**config.mk**
```make
export PLATFORM = sky130hd
export DESIGN_NAME = lp_entry_ctrl
export DESIGN_NICKNAME = d
export VERILOG_FILES = /design/src/rtl/lp_entry_ctrl.sv
export SDC_FILE = /design/constraint.sdc
export NUM_CORES = 1
export LEC_CHECK = 0
export ABC_AREA = 1
export BUFFER_PORTS_ARGS = -buffer_cell sky130_fd_sc_hd__buf_2
export CORE_ASPECT_RATIO = 0.6
export CORE_MARGIN = 5
export CORE_UTILIZATION = 60
export DETAILED_ROUTE_END_ITERATION = 10
export PLACE_DENSITY_LB_ADDON = 0.3
export SLEW_MARGIN = 10
export SYNTH_ARGS = -nofsm -noshare
export SYNTH_HDL_FRONTEND = slang
export SYNTH_SLANG_ARGS = --single-unit
export TNS_END_PERCENT = 10
```
**constraint.sdc**
```tcl
create_clock -name clk -period 3.75 [get_ports clk]
set_input_delay 0.1875 -clock clk [delete_from_list [all_inputs] [get_ports clk]]
set_output_delay 0.1875 -clock clk [all_outputs]
set_load 0.01 [all_outputs]
```
**src/rtl/lp_entry_ctrl.sv**
```systemverilog
module lp_entry_ctrl #(
  parameter int CLK_MHZ   = 250,
  parameter int TIMEOUT_W = 20
) (
  input  logic                 clk,
  input  logic                 rst_n,
  input  logic                 lp_enable,
  input  logic [TIMEOUT_W-1:0] timeout_units,
  input  logic                 tx_idle,
  input  logic                 client_req,
  input  logic                 credit_ok,
  input  logic                 partner_ack,
  input  logic                 partner_nak,
  input  logic                 wake,
  output logic                 block_tx,
  output logic                 req_send,
  output logic                 elec_idle,
  output logic                 in_low_power
);
  localparam int RAW_DIV  = (CLK_MHZ * 16 + 500) / 1000;
  localparam int TICK_DIV = (RAW_DIV < 1) ? 1 : RAW_DIV;
  localparam int PW       = (TICK_DIV > 1) ? $clog2(TICK_DIV) : 1;

  typedef enum logic [1:0] {S_ACTIVE, S_WAIT, S_REQ, S_LOWPWR} state_t;

  state_t               state;
  logic [PW-1:0]        pre;
  logic [TIMEOUT_W-1:0] units;

  logic armed, quiet, expired, tick;
  assign armed   = lp_enable && (timeout_units != '0);
  assign quiet   = tx_idle && !client_req;
  assign expired = units >= timeout_units;
  assign tick    = (pre == PW'(TICK_DIV - 1));

  always_ff @(posedge clk) begin
    if (!rst_n) begin
      state <= S_ACTIVE;
      pre   <= '0;
      units <= '0;
    end else begin
      case (state)
        S_ACTIVE: begin
          if (!armed || !quiet) begin
            pre   <= '0;
            units <= '0;
          end else if (expired) begin
            pre   <= '0;
            units <= '0;
            state <= credit_ok ? S_REQ : S_WAIT;
          end else if (tick) begin
            pre   <= '0;
            units <= units + 1'b1;
          end else begin
            pre <= pre + 1'b1;
          end
        end
        S_WAIT: begin
          if (!armed || !quiet) state <= S_ACTIVE;
          else if (credit_ok)   state <= S_REQ;
        end
        S_REQ: begin
          if (partner_ack)      state <= S_LOWPWR;
          else if (partner_nak) state <= S_ACTIVE;
        end
        S_LOWPWR: begin
          if (wake) state <= S_ACTIVE;
        end
        default: state <= S_ACTIVE;
      endcase
    end
  end

  assign block_tx     = (state == S_REQ) || (state == S_LOWPWR);
  assign req_send     = (state == S_REQ);
  assign elec_idle    = (state == S_LOWPWR);
  assign in_low_power = (state == S_LOWPWR);


  req_holds_chk: assert property (@(posedge clk) disable iff (!rst_n)
    (req_send && !partner_ack && !partner_nak) |=> (req_send && block_tx));


  busy_no_req_chk: assert property (@(posedge clk) disable iff (!rst_n)
    (!block_tx && !tx_idle) |=> !req_send);


  zero_timeout_chk: assert property (@(posedge clk) disable iff (!rst_n)
    (!block_tx && timeout_units == '0) |=> !req_send);


  disabled_chk: assert property (@(posedge clk) disable iff (!rst_n)
    (!block_tx && !lp_enable) |=> !req_send);


  nak_release_chk: assert property (@(posedge clk) disable iff (!rst_n)
    (req_send && partner_nak && !partner_ack) |=> (!block_tx && !req_send));


  ack_enter_chk: assert property (@(posedge clk) disable iff (!rst_n)
    (req_send && partner_ack) |=> (in_low_power && elec_idle && block_tx && !req_send));


  wake_exit_chk: assert property (@(posedge clk) disable iff (!rst_n)
    (in_low_power && wake) |=> (!in_low_power && !elec_idle && !block_tx));
endmodule

```
* Word level (Yosys, flattened, before mapping)
Cells that the tools add are included.
Storage, ports and cells: logic and storage cells 42, output and inout bits 4, bits in registers 24, input bits 29
Cells by class: add/subtract/negate cells 2, $lt $le $gt $ge 1, multiplexer cells 15, equality and inequality tests 9, reductions and logical operators 12
Operators with widths (count):
- 20-bit 2-to-1 mux | 3
- 2-bit 2-to-1 mux | 11
- 20-bit by 1-bit adder with 20-bit output, second input constant | 1
- 20-bit >= comparator | 1
- 20-bit nonzero test | 1
- 2-bit case mux with 4 select lines | 1
- 2-bit == test, second input constant | 3
- 2-bit != test, second input constant | 3
- 3-bit != test, second input constant | 2
- 5-bit AND reduction | 1
- 1-bit zero test | 3
- 3-bit nonzero test | 1
- 2-bit by 1-bit adder with 2-bit output, second input constant | 1
- 2-bit by 1-bit == test with 1-bit output, second input constant | 1
- 1-bit logical AND | 2
- 2-bit zero test | 1
- 1-bit logical OR | 2
- 2-bit AND reduction | 1

* Logic depth before layout (Yosys ltp)
depth after elaboration 6, gate-level depth with buffers 18, mapped depth without buffers 17

* Worst setup path after synthesis
Ideal clock, no wire load.
kind register -> register, start register units[11], end register units[3], setup slack 1.882 ns, stages on the path, launching flop included 12, path buffers 1, period minus slack after synthesis 1.868 ns, arrival time 1.753 ns, data required time 3.634 ns, setup time 0.116 ns, cells stage by stage dfxtp_1 -> ha_1 -> a21o_1 -> nor2_1 -> nand2_1 -> a21oi_4 -> nand3_4 -> nand2_4 -> inv_2 -> buf_6 -> nor2_1 -> nor2_1
Between the ends: word-level cells in the longest chain between the ends 3, elaborated cells on any way between the ends 5, those cells by class order compare (1); mux (2); reduce/logical (2)
Ends and longest elaborated chain:
- start: declaration | RTL line 28 | logic [TIMEOUT_W-1:0] units;
- start signal: assignment | RTL line 53 | units <= units + 1'b1;
- 20-bit >= comparator * | RTL line 33 | assign expired = units >= timeout_units;
- 3-bit nonzero test (no line) or 20-bit 2-to-1 mux (tied branches)
- 2-bit AND reduction (no line) or 20-bit 2-to-1 mux (tied branches)
Every way passes the cells marked *; elsewhere a longest branch is shown, timed or not. A chain may end at the register's enable or synchronous reset.

* Worst setup path after layout
start register units[17], end register units[16]
The elaborated chain is that of the path after synthesis.

==> metrics.txt <==
outcome finished, final reports clean; worst endpoint data arrival time 2.50 ns; WP data required 3.89 ns; hold buffers post-CTS 0; diodes inserted 0; worst-path fanout max 22; I/O pin cnt 33; fin cells 461; number of buffers added by the clock tree synthesis step 3; Core Rows 17; post-route cell area 2460 um2; clock root cell sky130_fd_sc_hd__clkbuf_8; cell area power density 195 nW/um2; cell-by-cell listing of the critical path ha_1 -> a21oi_1 -> nor2_1 -> nor2_1 -> nand2_1 -> a21oi_4 -> nand3_4 -> nand2_4 -> inv_2 -> nand2_1 -> a21oi_1; Worst path slowest cell sky130_fd_sc_hd__dfxtp_1; max capacitance violation total 0; worst-margin pin slew 0.954 ns; worst relative slew slack 36.2%; GR Util All Layers 23.6%; sequential cell area fraction in the yosys report 21.2%; leakage dissipation 0.00126 uW; growth of design area from synthesis to finish 8.96%; maximum root-to-sink buffer count 2; number of antenna violations at the first check in global routing 0; critical path launch point type flop; buffer count from post-CTS setup fixing 0; clock tree from TritonCTS built; count of final max-slew check failures 0; time the worst path needs with I/O delays and setup 2.36 ns; total cell area at the placement stage 2420 um2; count of final hold-check violations 0; Synth Register Bits 24; detailed placement HPWL 4590 um; accumulated negative setup slack 0 ns; maximum number of pins on one net before global-route repair 23; clock latency on the worst-skew pair 0.26 ns; start-to-end type of the worst setup path flop to flop; post-DR wirelength/cell 12.3 um; wire length of the first global-routing pass 9670 um; number of H-tree levels 1; instance count of the mapped netlist 387; post-synth design cell area 2260 um2; mean cell area of the mapped netlist 5.85 um2; count of distinct cell types in the synthesized netlist 26; via count 2337; CTS clk-pin slew, worst paths 0.08 ns; Final GP Congestion 0.931; Detailed Route Iter0 Violations 170; count of input and output buffers 32; path class of the lowest-slack min-delay path input pin to flop; number of antenna-violating nets in the routed design 0; die height 57.6 um; Resize count post-CTS 0; effective utilization at floorplan 61.8%; yosys synthesis warning count 0; unrepaired setup endpoints after global routing no; Seq. cell area 480 um2; Fmax 424 MHz; syn nets 438; share of the core filled with cells in the final layout 67.4%; number of sinks handled by clock tree synthesis 24; final critical-path share of the clock period 62.9%; proportion of layout cells with a drive suffix above 1 10.4%; final setup skew 0.00245 ns; routed via count divided by cell count 5.07; GRT overflow 0; area of combinational cells with multiple inputs 1490 um2; crit end category flop; vias in the first global route 2100; final setup violation count 0; final-layout fill cell count 346; core area 3660 um2; net count of the finished layout 467; number of placed instances, taps included 458; drt first pass iters 4; DRT Wirelength 5660 um; Die ar. 5140 um2; highest ir drop seen on vdd 0.165 mV; slowest cell delay on critical path 0.49 ns; width of the chip 89.3 um; number of design rule violations left after detail routing 0
==> cell families (layout without fill, tap and decap cells) <==
group | Yosys count | in the layout | share of synthesized area, %
xor+xnor | 10 | 10 | 3.87
flops | 24 | 24 | 21.2
buf+inv | 70 | 97 | 12.8
compound gates | 29 | 29 | 7.13
fa+ha+maj | 22 | 22 | 12.2
simple gates | 232 | 232 | 42.8
==> worst paths after layout <==
kind	start	end	slack [ns]	cells past startpoint
worst max-delay path	units[17]	units[16]	1.39	11
worst min-delay path	rst_n	units[10]	0.27	3
worst max register to register	units[17]	units[16]	1.39	11
worst min register to register	pre[1]	pre[1]	0.49	2
==> placed cells by master (no fill, tap or decap), types with 6 or more instances in the layout <==
| master | synthesis | layout |
|---|---|---|
| sky130_fd_sc_hd__ha_1 | 22 | 22 |
| sky130_fd_sc_hd__nand2_1 | 112 | 112 |
| sky130_fd_sc_hd__o21ai_0 | 7 | 7 |
| sky130_fd_sc_hd__inv_1 | 60 | 60 |
| sky130_fd_sc_hd__buf_2 | 1 | 32 |
| sky130_fd_sc_hd__a21oi_1 | 18 | 18 |
| sky130_fd_sc_hd__nand4_1 | 8 | 8 |
| sky130_fd_sc_hd__xor2_1 | 6 | 6 |
| sky130_fd_sc_hd__nor2_1 | 77 | 77 |
| sky130_fd_sc_hd__nand3_1 | 26 | 26 |
| sky130_fd_sc_hd__dfxtp_1 | 24 | 24 |
==> cell usage after synthesis <==
library cell | count | area share (%)
sky130_fd_sc_hd__a21o_1 | 2 | 0.66
sky130_fd_sc_hd__inv_2 | 2 | 0.33
sky130_fd_sc_hd__xor2_1 | 6 | 2.3
sky130_fd_sc_hd__nand2_4 | 1 | 0.50
sky130_fd_sc_hd__ha_1 | 22 | 12
sky130_fd_sc_hd__nand2_2 | 2 | 0.55
sky130_fd_sc_hd__and3b_1 | 1 | 0.39
sky130_fd_sc_hd__o21ai_0 | 7 | 1.5
sky130_fd_sc_hd__a21oi_1 | 18 | 4.0
sky130_fd_sc_hd__nor2_1 | 77 | 13
sky130_fd_sc_hd__inv_1 | 60 | 10
sky130_fd_sc_hd__nand3b_1 | 1 | 0.33
sky130_fd_sc_hd__nand3_2 | 1 | 0.44
sky130_fd_sc_hd__buf_4 | 1 | 0.33
sky130_fd_sc_hd__xnor2_1 | 4 | 1.5
sky130_fd_sc_hd__buf_6 | 3 | 1.5
sky130_fd_sc_hd__nand3_4 | 1 | 0.77
sky130_fd_sc_hd__nand3_1 | 26 | 5.8
sky130_fd_sc_hd__nand4_1 | 8 | 2.2
sky130_fd_sc_hd__o21ai_1 | 1 | 0.22
sky130_fd_sc_hd__a21oi_4 | 1 | 0.72
sky130_fd_sc_hd__clkbuf_1 | 3 | 0.50
sky130_fd_sc_hd__nor3_1 | 2 | 0.44
sky130_fd_sc_hd__buf_2 | 1 | 0.22
sky130_fd_sc_hd__dfxtp_1 | 24 | 21
sky130_fd_sc_hd__nand2_1 | 112 | 19
==> cell type report <==
type / count / share of cell area (%)
Inverter: 62 / 9.44
Tap cell: 47 / 2.39
Clock buffer: 3 / 1.68
Timing Repair Buffer: 32 / 6.50
Sequential cell: 24 / 19.5
Multi-Input combinational cell: 293 / 60.5
==> through the flow <==
step | setup WS, ns | power, uW | hold WS, ns
2_1_floorplan | 1.88 | 310 | 0.317
3_3_place_gp | 1.52 | 333 | 0.474
3_5_place_dp | 1.46 | 335 | 0.478
4_1_cts | 1.43 | 485 | 0.263
5_1_grt | 1.17 | 510 | 0.283
6_report | 1.39 | 481 | 0.271
==> registers in the layout, summed over array words and instances (netlist names) <==
signal and count:
pre 2, state 2, units 20
==> report_power, final <==
group | leakage (uW) | switching, uW | internal, uW
Combinational | 0.00105 | 42.5 | 27.4
Sequential | 0.000194 | 3.54 | 257
Clock | 0.0000216 | 78.7 | 71.8
==> routing by layer <==
layer,wire length [um],GRT usage [%]
met1,2820,35.4
met2,2260,34.3
met3,505,4.76
met4,70,5.73
met5,0,0
==> critical path: cells and delay by family, from the launching register on <==
kind / cells / cell delay (ns)
buf+inv: 1 / 0.17
fa+ha+maj: 1 / 0.30
simple gates: 6 / 0.76
flops: 1 / 0.49
compound gates: 3 / 0.50
Power figures use the tool's default switching activity.
